## config.mk

```make
export PLATFORM = sky130hd
export DESIGN_NAME = serial_batch_ctrl
export DESIGN_NICKNAME = d
export VERILOG_FILES = /design/src/rtl/sbc_pkg.sv /design/src/rtl/sbc_sync2.sv /design/src/rtl/sbc_byte_rx.sv /design/src/rtl/sbc_byte_tx.sv /design/src/rtl/sbc_sequencer.sv /design/src/rtl/serial_batch_ctrl.sv
export SDC_FILE = /design/constraint.sdc
export NUM_CORES = 1
export LEC_CHECK = 0
export BUFFER_PORTS_ARGS = -buffer_cell sky130_fd_sc_hd__buf_4
export CAP_MARGIN = 0
export CORE_ASPECT_RATIO = 1.4
export CORE_MARGIN = 2
export CORE_UTILIZATION = 42
export CTS_BUF_LIST = sky130_fd_sc_hd__clkbuf_4 sky130_fd_sc_hd__clkbuf_8
export DETAILED_ROUTE_END_ITERATION = 7
export PLACE_DENSITY = 0.59
export RECOVER_POWER = 25
export SLEW_MARGIN = 20
export SYNTH_ARGS = -nofsm -noshare
export SYNTH_HDL_FRONTEND = slang
export SYNTH_HIERARCHICAL = 1
export SYNTH_SLANG_ARGS = --single-unit
```

## constraint.sdc

```tcl
create_clock -name clk_i -period 2.4 [get_ports clk_i]
set_input_delay 0.24 -clock clk_i [delete_from_list [all_inputs] [get_ports clk_i]]
set_output_delay 0.24 -clock clk_i [all_outputs]
set_load 0.01 [all_outputs]
```

## src/rtl/sbc_pkg.sv

```systemverilog
package sbc_pkg;
  typedef enum logic [1:0] {
    ST_COLLECT = 2'd0,
    ST_KICK    = 2'd1,
    ST_WAIT    = 2'd2,
    ST_EMIT    = 2'd3
  } seq_state_e;

  typedef enum logic [1:0] {
    RX_IDLE  = 2'd0,
    RX_START = 2'd1,
    RX_DATA  = 2'd2,
    RX_STOP  = 2'd3
  } rx_state_e;
endpackage

```

## src/rtl/sbc_sync2.sv

```systemverilog
module sbc_sync2 #(
  parameter logic RESET_VAL = 1'b1
) (
  input  logic clk_i,
  input  logic rst_ni,
  input  logic d_i,
  output logic q_o
);
  logic meta_q, sync_q;

  always_ff @(posedge clk_i or negedge rst_ni) begin
    if (!rst_ni) begin
      meta_q <= RESET_VAL;
      sync_q <= RESET_VAL;
    end else begin
      meta_q <= d_i;
      sync_q <= meta_q;
    end
  end

  assign q_o = sync_q;
endmodule

```

## src/rtl/sbc_byte_rx.sv

```systemverilog
module sbc_byte_rx
  import sbc_pkg::*;
#(
  parameter int CLKS_PER_BIT = 16
) (
  input  logic       clk_i,
  input  logic       rst_ni,
  input  logic       line_i,
  output logic       valid_o,
  output logic [7:0] data_o
);
  localparam int CW   = $clog2(CLKS_PER_BIT);
  localparam int HALF = CLKS_PER_BIT / 2 - 1;
  localparam int FULL = CLKS_PER_BIT - 1;

  rx_state_e     st_q;
  logic [CW-1:0] tick_q;
  logic [2:0]    bit_q;
  logic [7:0]    sh_q;
  logic          vld_q;

  always_ff @(posedge clk_i or negedge rst_ni) begin
    if (!rst_ni) begin
      st_q   <= RX_IDLE;
      tick_q <= '0;
      bit_q  <= '0;
      sh_q   <= '0;
      vld_q  <= 1'b0;
    end else begin
      vld_q <= 1'b0;
      case (st_q)
        RX_IDLE: begin
          tick_q <= '0;
          if (!line_i) st_q <= RX_START;
        end
        RX_START: begin
          if (tick_q == CW'(HALF)) begin
            tick_q <= '0;
            bit_q  <= '0;
            // glitch rejection: start must still be low mid-bit
            st_q   <= line_i ? RX_IDLE : RX_DATA;
          end else begin
            tick_q <= tick_q + 1'b1;
          end
        end
        RX_DATA: begin
          if (tick_q == CW'(FULL)) begin
            tick_q <= '0;
            sh_q   <= {line_i, sh_q[7:1]};
            bit_q  <= bit_q + 1'b1;
            if (bit_q == 3'd7) st_q <= RX_STOP;
          end else begin
            tick_q <= tick_q + 1'b1;
          end
        end
        RX_STOP: begin
          if (tick_q == CW'(FULL)) begin
            tick_q <= '0;
            vld_q  <= line_i;  // framing error drops the byte
            st_q   <= RX_IDLE;
          end else begin
            tick_q <= tick_q + 1'b1;
          end
        end
        default: st_q <= RX_IDLE;
      endcase
    end
  end

  assign valid_o = vld_q;
  assign data_o  = sh_q;
endmodule

```

## src/rtl/sbc_byte_tx.sv

```systemverilog
module sbc_byte_tx #(
  parameter int CLKS_PER_BIT = 16
) (
  input  logic       clk_i,
  input  logic       rst_ni,
  input  logic       valid_i,
  input  logic [7:0] data_i,
  output logic       ready_o,
  output logic       line_o
);
  localparam int CW    = $clog2(CLKS_PER_BIT);
  localparam int FULL  = CLKS_PER_BIT - 1;
  localparam int NBITS = 10;

  logic          busy_q;
  logic [CW-1:0] tick_q;
  logic [3:0]    bit_q;
  logic [9:0]    sh_q;

  always_ff @(posedge clk_i or negedge rst_ni) begin
    if (!rst_ni) begin
      busy_q <= 1'b0;
      tick_q <= '0;
      bit_q  <= '0;
      sh_q   <= '1;
    end else if (!busy_q) begin
      if (valid_i) begin
        busy_q <= 1'b1;
        tick_q <= '0;
        bit_q  <= '0;
        sh_q   <= {1'b1, data_i, 1'b0};
      end
    end else if (tick_q == CW'(FULL)) begin
      tick_q <= '0;
      sh_q   <= {1'b1, sh_q[9:1]};
      if (bit_q == 4'(NBITS - 1)) busy_q <= 1'b0;
      else bit_q <= bit_q + 1'b1;
    end else begin
      tick_q <= tick_q + 1'b1;
    end
  end

  assign ready_o = !busy_q;
  assign line_o  = busy_q ? sh_q[0] : 1'b1;
endmodule

```

## src/rtl/sbc_sequencer.sv

```systemverilog
module sbc_sequencer
  import sbc_pkg::*;
#(
  parameter int TOTAL_BITS = 32,
  localparam int NBYTES = TOTAL_BITS / 8,
  localparam int CNT_W  = (NBYTES > 1) ? $clog2(NBYTES) : 1
) (
  input  logic                  clk_i,
  input  logic                  rst_ni,
  input  logic                  rx_valid_i,
  input  logic [7:0]            rx_data_i,
  output logic                  tx_valid_o,
  output logic [7:0]            tx_data_o,
  input  logic                  tx_ready_i,
  output logic                  start_o,
  output logic [TOTAL_BITS-1:0] operand_o,
  input  logic                  done_i,
  input  logic [TOTAL_BITS-1:0] result_i,
  output seq_state_e            state_o,
  output logic [CNT_W-1:0]      cnt_o
);
  localparam logic [CNT_W-1:0] LAST = CNT_W'(NBYTES - 1);

  if (TOTAL_BITS % 8 != 0 || TOTAL_BITS < 8) begin : g_bad_width
    $error("TOTAL_BITS must be a positive multiple of 8");
  end

  seq_state_e            st_q;
  logic [CNT_W-1:0]      cnt_q;
  logic [TOTAL_BITS-1:0] in_q, out_q;
  logic                  take, fire;

  assign take = (st_q == ST_COLLECT) && rx_valid_i;
  assign fire = (st_q == ST_EMIT) && tx_ready_i;

  always_ff @(posedge clk_i or negedge rst_ni) begin
    if (!rst_ni) begin
      st_q  <= ST_COLLECT;
      cnt_q <= '0;
    end else begin
      case (st_q)
        ST_COLLECT: if (take) begin
          cnt_q <= (cnt_q == LAST) ? '0 : cnt_q + 1'b1;
          if (cnt_q == LAST) st_q <= ST_KICK;
        end
        ST_KICK: st_q <= ST_WAIT;
        ST_WAIT: if (done_i) st_q <= ST_EMIT;
        ST_EMIT: if (fire) begin
          cnt_q <= (cnt_q == LAST) ? '0 : cnt_q + 1'b1;
          if (cnt_q == LAST) st_q <= ST_COLLECT;
        end
        default: st_q <= ST_COLLECT;
      endcase
    end
  end

  // per-byte input lanes
  for (genvar g = 0; g < NBYTES; g++) begin : g_lane
    always_ff @(posedge clk_i or negedge rst_ni) begin
      if (!rst_ni) in_q[g*8 +: 8] <= '0;
      else if (take && cnt_q == CNT_W'(g)) in_q[g*8 +: 8] <= rx_data_i;
    end
  end

  always_ff @(posedge clk_i or negedge rst_ni) begin
    if (!rst_ni) out_q <= '0;
    else if (st_q == ST_WAIT && done_i) out_q <= result_i;
  end

  assign tx_valid_o = fire;
  assign tx_data_o  = out_q[cnt_q*8 +: 8];
  assign start_o    = (st_q == ST_KICK);
  assign operand_o  = in_q;
  assign state_o    = st_q;
  assign cnt_o      = cnt_q;
endmodule

```

## src/rtl/serial_batch_ctrl.sv

```systemverilog
module serial_batch_ctrl
  import sbc_pkg::*;
#(
  parameter int TOTAL_BITS   = 32,
  parameter int CLKS_PER_BIT = 16
) (
  input  logic                  clk_i,
  input  logic                  rst_ni,
  input  logic                  rx_i,
  output logic                  tx_o,
  output logic                  core_start_o,
  output logic [TOTAL_BITS-1:0] core_operand_o,
  input  logic                  core_done_i,
  input  logic [TOTAL_BITS-1:0] core_result_i
);
  localparam int NBYTES = TOTAL_BITS / 8;
  localparam int CNT_W  = (NBYTES > 1) ? $clog2(NBYTES) : 1;

  logic             rx_s;
  logic             rx_vld, tx_vld, tx_rdy;
  logic [7:0]       rx_byte, tx_byte;
  seq_state_e       seq_state;
  logic [CNT_W-1:0] seq_cnt;

  sbc_sync2 #(.RESET_VAL(1'b1)) u_sync (
    .clk_i, .rst_ni, .d_i(rx_i), .q_o(rx_s)
  );

  sbc_byte_rx #(.CLKS_PER_BIT(CLKS_PER_BIT)) u_rx (
    .clk_i, .rst_ni, .line_i(rx_s), .valid_o(rx_vld), .data_o(rx_byte)
  );

  sbc_byte_tx #(.CLKS_PER_BIT(CLKS_PER_BIT)) u_tx (
    .clk_i, .rst_ni, .valid_i(tx_vld), .data_i(tx_byte),
    .ready_o(tx_rdy), .line_o(tx_o)
  );

  sbc_sequencer #(.TOTAL_BITS(TOTAL_BITS)) u_seq (
    .clk_i, .rst_ni,
    .rx_valid_i(rx_vld), .rx_data_i(rx_byte),
    .tx_valid_o(tx_vld), .tx_data_o(tx_byte), .tx_ready_i(tx_rdy),
    .start_o(core_start_o), .operand_o(core_operand_o),
    .done_i(core_done_i), .result_i(core_result_i),
    .state_o(seq_state), .cnt_o(seq_cnt)
  );
endmodule

```

==> reports/qor.txt <==
Outcome: completed
RD Place Congestion: 0.747
Internal power: 3.87 mW
# diodes: 0
FP Rows: 46
Fin crit period: 1.84 ns
P&R area growth vs syn: 18.3%
Power Density: 981 nW/um^2
Initial DRC count: 119
Worst hold path type: in -> reg
Initial antenna violation count: 0
Area of the core: 11300 sq um
Clock network power share: 0.223
Global-route wire length before repair: 16200 um
Synthesized area: 4890 sq um
Cts hold-fix bufs: 2
DR pass1 iterations: 4
Layout cells sized above 1: 0.441
CTS root buffer: clkbuf_8
Worst relative slew slack: 0.402
Filler Cells Inserted: 1017
Logic pwr share: 0.294
# DRC: 0
Post-CTS Setup Inserts: 0
Worst-Skew Late Latency: 0.38 ns
Syn Inst Count: 353
Worst Tran Pin Value: 0.897 ns
Synthesis Warnings: 6
Dpl hpwl: 6580 um
GRT Util Overall: 0.167
Die Span Y: 132 um
Final non-filler cell total: 575
Top FF cell, synth: dfrtp_1
Crit Path Max Fanout: 11
Via-to-Cell Ratio: 5.24
R2r setup slk: 0.56 ns
Fmax: 0.544 GHz
Max-slew violation count: 0
Nets: 477
Clock Path Buffers: 2
Initial Util: 0.431
Worst Skew: 0.0139 ns
Yosys reg bits: 106
Worst-path clk slew: 0.10 ns
Die width: 95.2 um
Num CTS Buffers: 9
Ys async rst share: 1.00
PortBufs: 69
Placed cell count: 557
Final hold vios: 0
Critical Path RT: 2.67 ns
Crit end category: register
CTS tree: yes
Met2 WL: 5010 um
Largest net degree at the start of global routing: 94
Top layer reached by signal wires: met4
Number of max-cap violations: 0
Final setup vio count: 0
Crit start category: register
CP Class: reg -> reg
Flop pwr share: 0.483
CTS H-Tree Depth: 3
RSZ-0062 raised after global routing: false
M1 wire length: 3920 um
Switching Share: 0.317
Mean Syn Cell Area: 13.8 sq um
Vias post-DR: 3015
Critical path arrival: 2.10 ns
Sink Count: 106
Setup TNS Final: 0 ns
Total grt overflow: 0
Antenna viol nets, final: 0
Period Utilization, post-route: 0.766
WL per Instance: 16.5 um
Resize count post-CTS: 0
Vias in the first global route: 3209
# IOs: 70
Net count after synthesis: 404
Maximum VDD drop: 0.000418 V
Leak: 2.79 nW
Seq/Total Area, Yosys: 0.546
Number of distinct library cells after synthesis: 52
Full die area: 12500 sq um
Number of enable flip-flop cells after synthesis: 0
Psw: 1.80 mW
DR WL met3: 366 um
Wirelength, routed: 9470 um
flip-flops by register name, summed over array words and instances, names as in the netlist, 3 cells and up, named ones only:
register         flops
u_seq/operand_o     32
u_seq/out_q         32
u_tx/sh_q            9
u_rx/data_o          8
u_rx/tick_q          4
u_tx/bit_q           4
u_tx/tick_q          4
u_rx/bit_q           3
path summary, 6_finish.rpt:
check	startpoint	to	cells past startpoint
worst min register to register	u_sync/meta_q	u_sync/q_o	0
worst max-delay path	u_seq/cnt_o[0]	u_seq/state_o[1]	4
min in group asynchronous	rst_ni	u_seq/out_q[10]	2
worst min-delay path	core_result_i[9]	u_seq/out_q[9]	2
worst max register to register	u_seq/cnt_o[0]	u_seq/state_o[1]	4
max in group asynchronous	rst_ni	u_sync/q_o	3
metrics by stage:
| step | setup WS [ns] | power (mW) | hold WS [ns] | instance area [sq um] | util |
|---|---|---|---|---|---|
| CTS | 0.539 | 5.76 | 0.0599 | 5790 | 0.510 |
| detailed placement | 0.559 | 4.48 | 0.113 | 5540 | 0.488 |
| finish | 0.561 | 5.67 | 0.0762 | 5780 | 0.510 |
| global route | 0.345 | 6.11 | 0.0669 | 5780 | 0.510 |
| floorplan | 0.684 | 4.04 | -0.0556 | 4890 | - |
| global placement | 0.587 | 4.42 | 0.111 | 5540 | 0.488 |
cell usage after synthesis, types with 3 or more instances:
master    count  area share
a21oi_1       9      0.0092
nor3_1        3      0.0031
nand3_1      17       0.017
ha_1         15       0.038
mux4_2        8       0.037
and3_1        3      0.0038
nor2b_1       4      0.0051
o21ai_0      14       0.014
buf_4         3      0.0046
mux2_4        8       0.025
mux2_2       60        0.14
mux2i_1       8       0.016
inv_1        13       0.010
mux2_1        5       0.012
nand3_2       5       0.010
nand2_1       8      0.0061
nand2b_1      5      0.0064
buf_6         4      0.0092
dfstp_2      11       0.059
buf_2         8      0.0082
nor2_1        8      0.0061
dfrtp_1      95        0.49
critical path: stages, from the launching register on:
cell      delay, ns
dfrtp_1        0.64
ha_1           0.37
nand2_2        0.09
a221oi_2       0.28
mux2_1         0.35
cells in the final DEF, fill, tap and decap left out, types with 3 or more instances in the layout:
cell type | netlist | final
a21oi_1 | 9 | 9
and3_1 | 3 | 3
buf_4 | 3 | 72
clkbuf_8 | 0 | 9
dfrtp_1 | 95 | 95
dfstp_2 | 11 | 11
ha_1 | 15 | 15
inv_1 | 13 | 13
inv_6 | 0 | 3
mux2_1 | 5 | 5
mux2_2 | 60 | 60
mux2_4 | 8 | 8
mux2i_1 | 8 | 8
mux4_2 | 8 | 8
nand2_1 | 8 | 8
nand2b_1 | 5 | 5
nand3_1 | 17 | 17
nand3_2 | 5 | 5
nor2_1 | 8 | 8
nor2b_1 | 4 | 4
nor3_1 | 3 | 3
o21ai_0 | 14 | 14
power by group through the flow:
stage / clock network, mW / registers (mW) / logic, mW
after floorplan: 0 / 2.60 / 1.44
after global placement: 0 / 2.76 / 1.65
after detailed placement: 0 / 2.79 / 1.69
after CTS: 1.31 / 2.75 / 1.70
after global routing: 1.39 / 2.84 / 1.88
final: 1.26 / 2.74 / 1.67
routing by layer:
metal,GRT usage,up-vias
li1,-,1426
met1,0.205,1528
met2,0.284,48
met3,0.0327,13
met4,0.0628,0
met5,0,-
cells by family after synthesis:
| logic type | count (synthesis) | share of synthesized area |
|---|---|---|
| compound gates | 44 | 0.0622 |
| xor+xnor | 3 | 0.00538 |
| fa+ha+maj | 15 | 0.0384 |
| buf+inv | 28 | 0.0320 |
| flops | 106 | 0.546 |
| mux | 89 | 0.228 |
| simple gates | 68 | 0.0888 |
final cells by class:
class | count | area, sq um | share of cell area
Sequential cell | 106 | 2670 | 0.461
Multi-Input combinational cell | 219 | 2060 | 0.357
Timing Repair Buffer | 77 | 592 | 0.102
Tap cell | 144 | 180 | 0.0312
Clock buffer | 9 | 124 | 0.0214
Clock inverter | 7 | 106 | 0.0184
Inverter | 13 | 48.8 | 0.00844
No activity file was read; power rests on OpenSTA's default activity.
